$ cat config.mk
export PLATFORM = sky130hd
export DESIGN_NAME = e1_sa_mfbuf
export DESIGN_NICKNAME = d
export VERILOG_FILES = /design/src/rtl/e1_sa_pkg.sv /design/src/rtl/sa_irq_flag.sv /design/src/rtl/sa_rx_collect.sv /design/src/rtl/sa_tx_insert.sv /design/src/rtl/e1_sa_mfbuf.sv
export SDC_FILE = /design/constraint.sdc
export NUM_CORES = 1
export LEC_CHECK = 0
export BUFFER_PORTS_ARGS = -buffer_cell sky130_fd_sc_hd__buf_2
export CAP_MARGIN = 20
export CORE_MARGIN = 4
export CORE_UTILIZATION = 40
export CTS_CLUSTER_DIAMETER = 30
export DETAILED_ROUTE_END_ITERATION = 8
export SLEW_MARGIN = 10
export SYNTH_ARGS = -nofsm -noshare
export SYNTH_HDL_FRONTEND = slang
export SYNTH_SLANG_ARGS = --single-unit
$ cat constraint.sdc
create_clock -name clk_i -period 4.8 [get_ports clk_i]
set_clock_uncertainty 0.2 [all_clocks]
set_input_delay 0.48 -clock clk_i [delete_from_list [all_inputs] [get_ports clk_i]]
set_output_delay 0.48 -clock clk_i [all_outputs]
set_load 0.03 [all_outputs]
$ cat src/rtl/e1_sa_pkg.sv
package e1_sa_pkg;
  localparam int N_SA     = 5;
  localparam int MF_WORDS = 8;
  localparam int SLOT_W   = 3;
  localparam int FIRST_SA = 3;
endpackage

$ cat src/rtl/sa_irq_flag.sv
module sa_irq_flag (
  input  logic clk_i,
  input  logic rst_ni,
  input  logic set_i,
  input  logic clr_i,
  output logic flag_o
);
  always_ff @(posedge clk_i or negedge rst_ni) begin
    if (!rst_ni)     flag_o <= 1'b0;
    else if (set_i)  flag_o <= 1'b1;
    else if (clr_i)  flag_o <= 1'b0;
  end
endmodule

$ cat src/rtl/sa_rx_collect.sv
module sa_rx_collect #(
  parameter int N_SA     = e1_sa_pkg::N_SA,
  parameter int MF_WORDS = e1_sa_pkg::MF_WORDS,
  parameter int SLOT_W   = e1_sa_pkg::SLOT_W,
  parameter int FIRST_SA = e1_sa_pkg::FIRST_SA
) (
  input  logic                       clk_i,
  input  logic                       rst_ni,
  input  logic                       ena_i,
  input  logic                       stb_i,
  input  logic [SLOT_W-1:0]          slot_i,
  input  logic                       bit_i,
  input  logic                       mfb_i,
  output logic [N_SA*MF_WORDS-1:0]   mf_o,
  output logic [N_SA-1:0]            sw_o
);
  for (genvar n = 0; n < N_SA; n++) begin : g_sa
    localparam logic [SLOT_W-1:0] MY_SLOT = SLOT_W'(FIRST_SA + n);
    logic [MF_WORDS-1:0] acc_q;
    logic                hit;
    assign hit = stb_i && (slot_i == MY_SLOT);

    always_ff @(posedge clk_i or negedge rst_ni) begin
      if (!rst_ni) begin
        acc_q   <= '0;
        sw_o[n] <= 1'b0;
      end else if (hit) begin
        acc_q   <= {acc_q[MF_WORDS-2:0], bit_i};
        sw_o[n] <= bit_i;
      end
    end

    // copy takes the pre-shift accumulator if a slot strobe coincides
    always_ff @(posedge clk_i or negedge rst_ni) begin
      if (!rst_ni)               mf_o[n*MF_WORDS +: MF_WORDS] <= '0;
      else if (mfb_i && ena_i)   mf_o[n*MF_WORDS +: MF_WORDS] <= acc_q;
    end
  end
endmodule

$ cat src/rtl/sa_tx_insert.sv
module sa_tx_insert #(
  parameter int N_SA     = e1_sa_pkg::N_SA,
  parameter int MF_WORDS = e1_sa_pkg::MF_WORDS,
  parameter int SLOT_W   = e1_sa_pkg::SLOT_W,
  parameter int FIRST_SA = e1_sa_pkg::FIRST_SA
) (
  input  logic                  clk_i,
  input  logic                  rst_ni,
  input  logic                  ena_i,
  input  logic                  transp_i,
  input  logic                  mfb_i,
  input  logic                  stb_i,
  input  logic [SLOT_W-1:0]     slot_i,
  input  logic                  ts0_i,
  input  logic                  wr_i,
  input  logic [2:0]            wsel_i,
  input  logic [MF_WORDS-1:0]   wdata_i,
  input  logic [N_SA-1:0]       sw_i,
  output logic                  bit_o
);
  localparam int CNT_W = (MF_WORDS > 1) ? $clog2(MF_WORDS) : 1;
  localparam logic [SLOT_W-1:0] LAST_SLOT = SLOT_W'((1 << SLOT_W) - 1);
  localparam logic [CNT_W-1:0]  LAST_WORD = CNT_W'(MF_WORDS - 1);

  logic [CNT_W-1:0] word_q;
  logic [N_SA-1:0]  hit;
  logic [N_SA-1:0]  val;

  always_ff @(posedge clk_i or negedge rst_ni) begin
    if (!rst_ni)                             word_q <= '0;
    else if (mfb_i)                          word_q <= '0;
    else if (stb_i && slot_i == LAST_SLOT)   word_q <= (word_q == LAST_WORD) ? '0 : word_q + 1'b1;
  end

  for (genvar n = 0; n < N_SA; n++) begin : g_sa
    localparam logic [SLOT_W-1:0] MY_SLOT = SLOT_W'(FIRST_SA + n);
    logic [MF_WORDS-1:0] xreg_q;
    logic [MF_WORDS-1:0] shadow_q;

    always_ff @(posedge clk_i or negedge rst_ni) begin
      if (!rst_ni)                        xreg_q <= '0;
      else if (wr_i && wsel_i == 3'(n))   xreg_q <= wdata_i;
    end

    always_ff @(posedge clk_i or negedge rst_ni) begin
      if (!rst_ni)               shadow_q <= '0;
      else if (mfb_i && ena_i)   shadow_q <= xreg_q;
    end

    assign hit[n] = stb_i && (slot_i == MY_SLOT);
    assign val[n] = ena_i ? shadow_q[LAST_WORD - word_q] : sw_i[n];
  end

  always_comb begin
    bit_o = ts0_i;
    if (!transp_i && |hit) bit_o = |(hit & val);
  end
endmodule

$ cat src/rtl/e1_sa_mfbuf.sv
module e1_sa_mfbuf #(
  parameter int N_SA     = e1_sa_pkg::N_SA,
  parameter int MF_WORDS = e1_sa_pkg::MF_WORDS,
  parameter int SLOT_W   = e1_sa_pkg::SLOT_W
) (
  input  logic                      clk_i,
  input  logic                      rst_ni,
  input  logic                      ena_i,
  input  logic                      transp_i,
  input  logic                      rx_stb_i,
  input  logic [SLOT_W-1:0]         rx_slot_i,
  input  logic                      rx_bit_i,
  input  logic                      rx_mfb_i,
  input  logic                      tx_stb_i,
  input  logic [SLOT_W-1:0]         tx_slot_i,
  input  logic                      tx_ts0_i,
  input  logic                      tx_mfb_i,
  input  logic                      tx_wr_i,
  input  logic [2:0]                tx_wsel_i,
  input  logic [MF_WORDS-1:0]       tx_wdata_i,
  input  logic [N_SA-1:0]           tx_sw_i,
  input  logic [1:0]                irq_clr_i,
  output logic [N_SA*MF_WORDS-1:0]  rx_sa_o,
  output logic [N_SA-1:0]           rx_sw_o,
  output logic                      tx_bit_o,
  output logic                      rmb_o,
  output logic                      xmb_o
);
  localparam int FIRST_SA = e1_sa_pkg::FIRST_SA;

  sa_rx_collect #(.N_SA(N_SA), .MF_WORDS(MF_WORDS), .SLOT_W(SLOT_W), .FIRST_SA(FIRST_SA)) u_rx (
    .clk_i(clk_i), .rst_ni(rst_ni), .ena_i(ena_i), .stb_i(rx_stb_i), .slot_i(rx_slot_i),
    .bit_i(rx_bit_i), .mfb_i(rx_mfb_i), .mf_o(rx_sa_o), .sw_o(rx_sw_o)
  );

  sa_tx_insert #(.N_SA(N_SA), .MF_WORDS(MF_WORDS), .SLOT_W(SLOT_W), .FIRST_SA(FIRST_SA)) u_tx (
    .clk_i(clk_i), .rst_ni(rst_ni), .ena_i(ena_i), .transp_i(transp_i), .mfb_i(tx_mfb_i),
    .stb_i(tx_stb_i), .slot_i(tx_slot_i), .ts0_i(tx_ts0_i), .wr_i(tx_wr_i), .wsel_i(tx_wsel_i),
    .wdata_i(tx_wdata_i), .sw_i(tx_sw_i), .bit_o(tx_bit_o)
  );

  sa_irq_flag u_rmb (.clk_i(clk_i), .rst_ni(rst_ni), .set_i(rx_mfb_i && ena_i),
                     .clr_i(irq_clr_i[0]), .flag_o(rmb_o));
  sa_irq_flag u_xmb (.clk_i(clk_i), .rst_ni(rst_ni), .set_i(tx_mfb_i && ena_i),
                     .clr_i(irq_clr_i[1]), .flag_o(xmb_o));
endmodule

==> flow_summary.json, run 1 <==
{
  "status": "completed",
  "power.density_nw_per_um2": 509,
  "via_per_inst": 5.01,
  "max_slew_margin_pct": 32.9,
  "critPathRequiredTime_ns": 4.12,
  "cts_buffer_depth": 2,
  "die_h_um": 137,
  "endpoint_kind": "output port",
  "ant_nets": 0,
  "final_min_period_over_clock_period_pct": 67.2,
  "clockRootBuffer": "clkbuf_16",
  "regArea_sq_um": 4130,
  "final_cell_mix": "dfrtp_1 (165), mux2_2 (162), buf_2 (81), clkbuf_16 (17)",
  "wirelength_met1_um": 6080,
  "drc": 0,
  "cts.clk_slew.worst_paths_ns": 0.07,
  "dp.final_hpwl_um": 8590,
  "grt_max_degree": 89,
  "setup_violations": 0,
  "synthDistinctLibCells": 36,
  "antenna_found_initial": 1,
  "ys_seq_area_share_pct": 61.6,
  "crit_arrival_ns": 2.55,
  "final_nets": 544,
  "combPwrFrac_pct": 19.6,
  "switching_share_pct": 29.0,
  "hp-class": "in -> reg",
  "ios": 83,
  "htreeDepth": 4,
  "ys_ff_latch": 165,
  "drt_pass1_iterations": 4,
  "fillerInstances": 1467,
  "syn_inst": 423,
  "post_cts_buffers": 0,
  "synth_area_sq_um": 6710,
  "period_minus_slack_ns": 3.23,
  "worstMarginPinSlew_ns": 1.00,
  "drive_above_1_share_pct": 54.8,
  "diodes": 0,
  "clock_latency_ns": 0.41,
  "postCtsHoldBufs": 1,
  "wl_met3_um": 785,
  "core_sq_um": 16500,
  "cpMaxStageDelayCell": "dfrtp_1",
  "dr_wl_met2_um": 5880,
  "synth-main-ff-cell": "dfrtp_1",
  "layout_commonest_cell": "dfrtp_1",
  "power_frac_clock_pct": 32.3,
  "dp_cells": 707,
  "timing.fmax_mhz": 310,
  "grt_pass1_vias": 4027,
  "area_growth_pct": 17.6,
  "port_buffers": 82,
  "startpoint_type": "register",
  "gp_congestion": 0.788,
  "cap_violations": 0,
  "grt_remaining_overflow": 0,
  "num_vias": 3707,
  "critical_path_class": "reg -> out",
  "vdd_ir_drop_max_mv": 0.364,
  "power_mw": 4.02,
  "worstPathCellList": "mux4_1 -> mux2i_1 -> nor2_1 -> and4bb_2 -> a31oi_1 -> buf_2",
  "p_sw_mw": 1.16,
  "drt-total-wl_um": 13000,
  "worst_slack_ns": 1.57,
  "die-area_sq_um": 18900,
  "p_int_mw": 2.85,
  "p_leak_nw": 3.73,
  "p_seq_share_pct": 48.1,
  "post_cts_resized": 0,
  "avgSynthCellArea_sq_um": 15.9,
  "numCtsBuffers": 17,
  "grt_use_total_pct": 14.9,
  "synth.net_count": 460,
  "routedWlPerCell_um": 17.5,
  "fin_tns_setup_ns": 0,
  "rsz0062_at_grt": "no",
  "die_w_um": 137,
  "final_cells": 740,
  "clock-sinks": 165,
  "initial_core_util_pct": 40.6,
  "place_ws_ns": 2.00,
  "top_layer_used": "met5",
  "slew_violations": 0,
  "cp_max_fo": 14,
  "reg2reg_slack_ns": 3.04,
  "grt_pass1_wl_um": 21600,
  "yosysWarnings": 0,
  "tritoncts": "done",
  "async_flop_share_pct": 100,
  "slowest_delay_ns": 0.75,
  "synth_edf_count": 0,
  "drt_iter0_markers": 138,
  "rows": 47,
  "multi_input_area_sq_um": 2440,
  "finalHoldViolCount": 0
}
power groups by stage:
stage	Clock (mW)	Combinational, mW	Sequential (mW)
finish	1.30	0.788	1.93
global route	1.39	0.859	1.98
CTS	1.33	0.803	1.94
detailed placement	0	0.800	1.96
global placement	0	0.775	1.95
floorplan	0	0.424	2.06
metal layers:
metal,track usage [%],vias up
met2,22.5,87
li1,-,1705
met4,4.32,2
met5,0,-
met1,20.5,1899
met3,5.26,14
per-stage QoR:
| stage | hold slack (ns) | utilization [%] | cell area [sq um] |
|---|---|---|---|
| finish | 0.0360 | 47.7 | 7880 |
| global route | 0.0476 | 47.7 | 7880 |
| CTS | 0.0155 | 47.7 | 7880 |
| detailed placement | 0.288 | 44.2 | 7300 |
| global placement | 0.281 | 44.2 | 7300 |
| floorplan | -0.0156 | - | 6710 |
worst paths after layout:
kind	startpoint	to	cells after the start
min in group asynchronous	rst_ni	u_tx.g_sa[2].xreg_q[2]	2
min reg2reg	u_tx.g_sa[2].xreg_q[6]	u_tx.g_sa[2].shadow_q[6]	1
max in group asynchronous	rst_ni	u_tx.g_sa[3].xreg_q[6]	3
min	irq_clr_i[0]	u_rmb.flag_o	2
max reg2reg	u_tx.word_q[1]	u_tx.word_q[2]	4
max	u_tx.word_q[1]	tx_bit_o	6
worst max-delay path: cells and delay by family, from the launching register on:
| kind | cells | cell delay, ns |
|---|---|---|
| compound gates | 1 | 0.08 |
| buf+inv | 1 | 0.19 |
| flops | 1 | 0.75 |
| mux | 2 | 0.79 |
| simple gates | 2 | 0.33 |
kinds of logic after synthesis:
logic type,synth area share (%)
compound gates,1.42
fa+ha+maj,0.373
buf+inv,2.09
flops,61.6
mux,31.2
simple gates,3.30
Yosys cell counts, types with 3 or more instances:
master	n	area (sq um)
dfrtp_1	165	4130
mux2_2	162	1820
mux2i_1	9	90.1
nor2_1	9	33.8
buf_1	8	30.0
inv_1	6	22.5
mux4_1	6	158
nand2_1	6	22.5
buf_4	5	37.5
o21ai_0	5	25.0
clkbuf_1	4	15.0
a21oi_1	3	15.0
a31oi_1	3	18.8
nand4_1	3	18.8
nand4b_1	3	26.3
sequential cells by signal, summed over array words and instances, names as in the netlist:
name / count
u_rmb.flag_o: 1
u_rx.g_sa.acc_q: 40
u_rx.mf_o: 40
u_tx.g_sa.shadow_q: 40
u_tx.g_sa.xreg_q: 40
u_tx.word_q: 3
u_xmb.flag_o: 1
final cells by class:
| cell class | count | share of cell area, % |
|---|---|---|
| inverter | 6 | 0.286 |
| timing repair buffer | 86 | 5.70 |
| clock buffer | 19 | 5.62 |
| sequential | 165 | 52.4 |
| multi-input combinational | 231 | 30.9 |
| tap | 220 | 3.49 |
| clock inverter | 13 | 1.59 |
No activity file was read; power rests on OpenSTA's default activity.
==> run 2: changes to the inputs <==
clock period = 2.7 ns   (was 4.8 ns; I/O delays follow)
==> flow_summary.json, run 2 (synthesized netlist as in run 1, its figures left out) <==
{
  "worst_slack_ns": -0.00721,
  "hold_start": "tx_wdata_i[2]",
  "power_mw": 7.02,
  "startpoint_type": "register",
  "p_leak_nw": 3.79,
  "tritoncts": "done",
  "via_per_inst": 5.01,
  "worst_hold_path.endpoint": "u_tx.g_sa[3].xreg_q[2]",
  "slew_violations": 0,
  "num_vias": 3777,
  "initial_core_util_pct": 40.6,
  "gp_congestion": 0.762,
  "drt_pass1_iterations": 4,
  "holdPathStages": 2,
  "dp.final_hpwl_um": 8750,
  "ant_nets": 0,
  "rows": 47,
  "grt_pass1_wl_um": 21400,
  "clockRootBuffer": "clkbuf_16",
  "die_w_um": 137,
  "grt_max_degree": 69,
  "drive_above_1_share_pct": 55.2,
  "period_minus_slack_ns": 2.71,
  "violations": "setup timing",
  "cts_buffer_depth": 2,
  "stdcell_area_sq_um": 8010,
  "r2r_start": "u_tx.word_q[0]",
  "whs_ns": 0.0371,
  "grt_remaining_overflow": 0,
  "die_h_um": 137,
  "final_min_period_over_clock_period_pct": 100,
  "reg2reg_depth": 6,
  "dp_cells": 713,
  "drt_iter0_markers": 102,
  "final_cell_mix": "dfrtp_1 (163), mux2_2 (162), buf_2 (80), clkbuf_16 (17)",
  "drc": 0,
  "die-area_sq_um": 18900,
  "htreeDepth": 4,
  "power.density_nw_per_um2": 876,
  "max_slew_margin_pct": 41.2,
  "antenna_found_initial": 0,
  "hp-class": "in -> reg",
  "status": "finished, violations left",
  "drt-total-wl_um": 12900,
  "critical_path_class": "reg -> out",
  "final_cells": 754,
  "rsz0062_at_grt": "yes",
  "crit_arrival_ns": 2.24,
  "critPathRequiredTime_ns": 2.23,
  "clock_latency_ns": 0.41,
  "clock-sinks": 165,
  "worstMarginPinSlew_ns": 0.877,
  "core_sq_um": 16500,
  "timing.rr.end": "u_tx.word_q[0]",
  "vdd_ir_drop_max_mv": 0.528,
  "ios": 83,
  "area_growth_pct": 19.5,
  "final_nets": 559,
  "finalHoldViolCount": 0,
  "cp_max_fo": 8,
  "grt_pass1_vias": 4031,
  "utilization_pct": 48.5,
  "cap_violations": 0,
  "diodes": 0,
  "routedWlPerCell_um": 17.1,
  "grt_use_total_pct": 14.8,
  "placed_area_sq_um": 7390,
  "setup_violations": 1,
  "endpoint_kind": "output port",
  "port_buffers": 82,
  "timing.fmax_mhz": 369,
  "reg2reg_slack_ns": 1.02,
  "cts.clk_slew.worst_paths_ns": 0.07,
  "numCtsBuffers": 17,
  "layout_commonest_cell": "dfrtp_1"
}
## run 2: changes by cell type in the layout (fill, tap and decap cells not counted), sizes merged
| cell | change |
|---|---|
| buf | +7 |
| bufinv | -1 |
| clkbuf | -1 |
| clkinv | -2 |
| clkinvlp | +1 |
| dlygate4sd3 | +8 |
| inv | +2 |
## run 2: layout make-up
class,instances,area [sq um]
inverter,6,22.5
tap,220,275
clock inverter,13,98.8
multi-input combinational,231,2430
sequential,165,4130
fill,1478,8510
clock buffer,18,429
timing repair buffer,101,626
## run 2: layer usage
layer  track usage, %  wire length [um]
met4             4.77               147
met5                0                 0
met2             22.5              5960
met3             4.78               702
met1             20.3              6070
## run 2: where the power goes
group          switching [mW]  internal, mW  total [mW]
sequential              0.357          3.09        3.44
combinational           0.724         0.696        1.42
clock                   0.977          1.18        2.16
## run 2: worst max-delay path by stage
| stage | start | depth (start not counted) | slack, ns | end |
|---|---|---|---|---|
| 2_1_floorplan | u_tx.word_q[1] | 5 | 0.37 | tx_bit_o |
| 3_3_place_gp | u_tx.word_q[1] | 6 | 0.34 | tx_bit_o |
| 3_5_place_dp | u_tx.word_q[1] | 7 | 0.33 | tx_bit_o |
| 4_1_cts | u_tx.word_q[1] | 7 | 0.002 | tx_bit_o |
| 5_1_grt | u_tx.word_q[1] | 6 | -0.06 | tx_bit_o |
| 6_report | u_tx.word_q[1] | 6 | -0.007 | tx_bit_o |
## run 2: metrics by stage
| step | TNS (ns) | setup slack, ns |
|---|---|---|
| floorplan | 0 | 0.372 |
| global placement | 0 | 0.338 |
| detailed placement | 0 | 0.325 |
| CTS | 0 | 0.00241 |
| global route | -0.0586 | -0.0586 |
| finish | -0.00721 | -0.00721 |
## run 2: critical path: stages, from the launching register on
cell	delay, ns
dfrtp_2	0.49
buf_4	0.17
mux4_1	0.32
mux2i_1	0.07
a2111o_1	0.42
a31oi_1	0.17
buf_4	0.19
## run 2: what timing repair did
action | CTS | global route
setup buffers | 0 | 1
endpoints found under the setup margin | 1 | 1
gates cloned | 0 | 0
gates resized for setup | 5 | 1
hold buffers | 9 | 0
hold endpoints to repair | 89 | 0
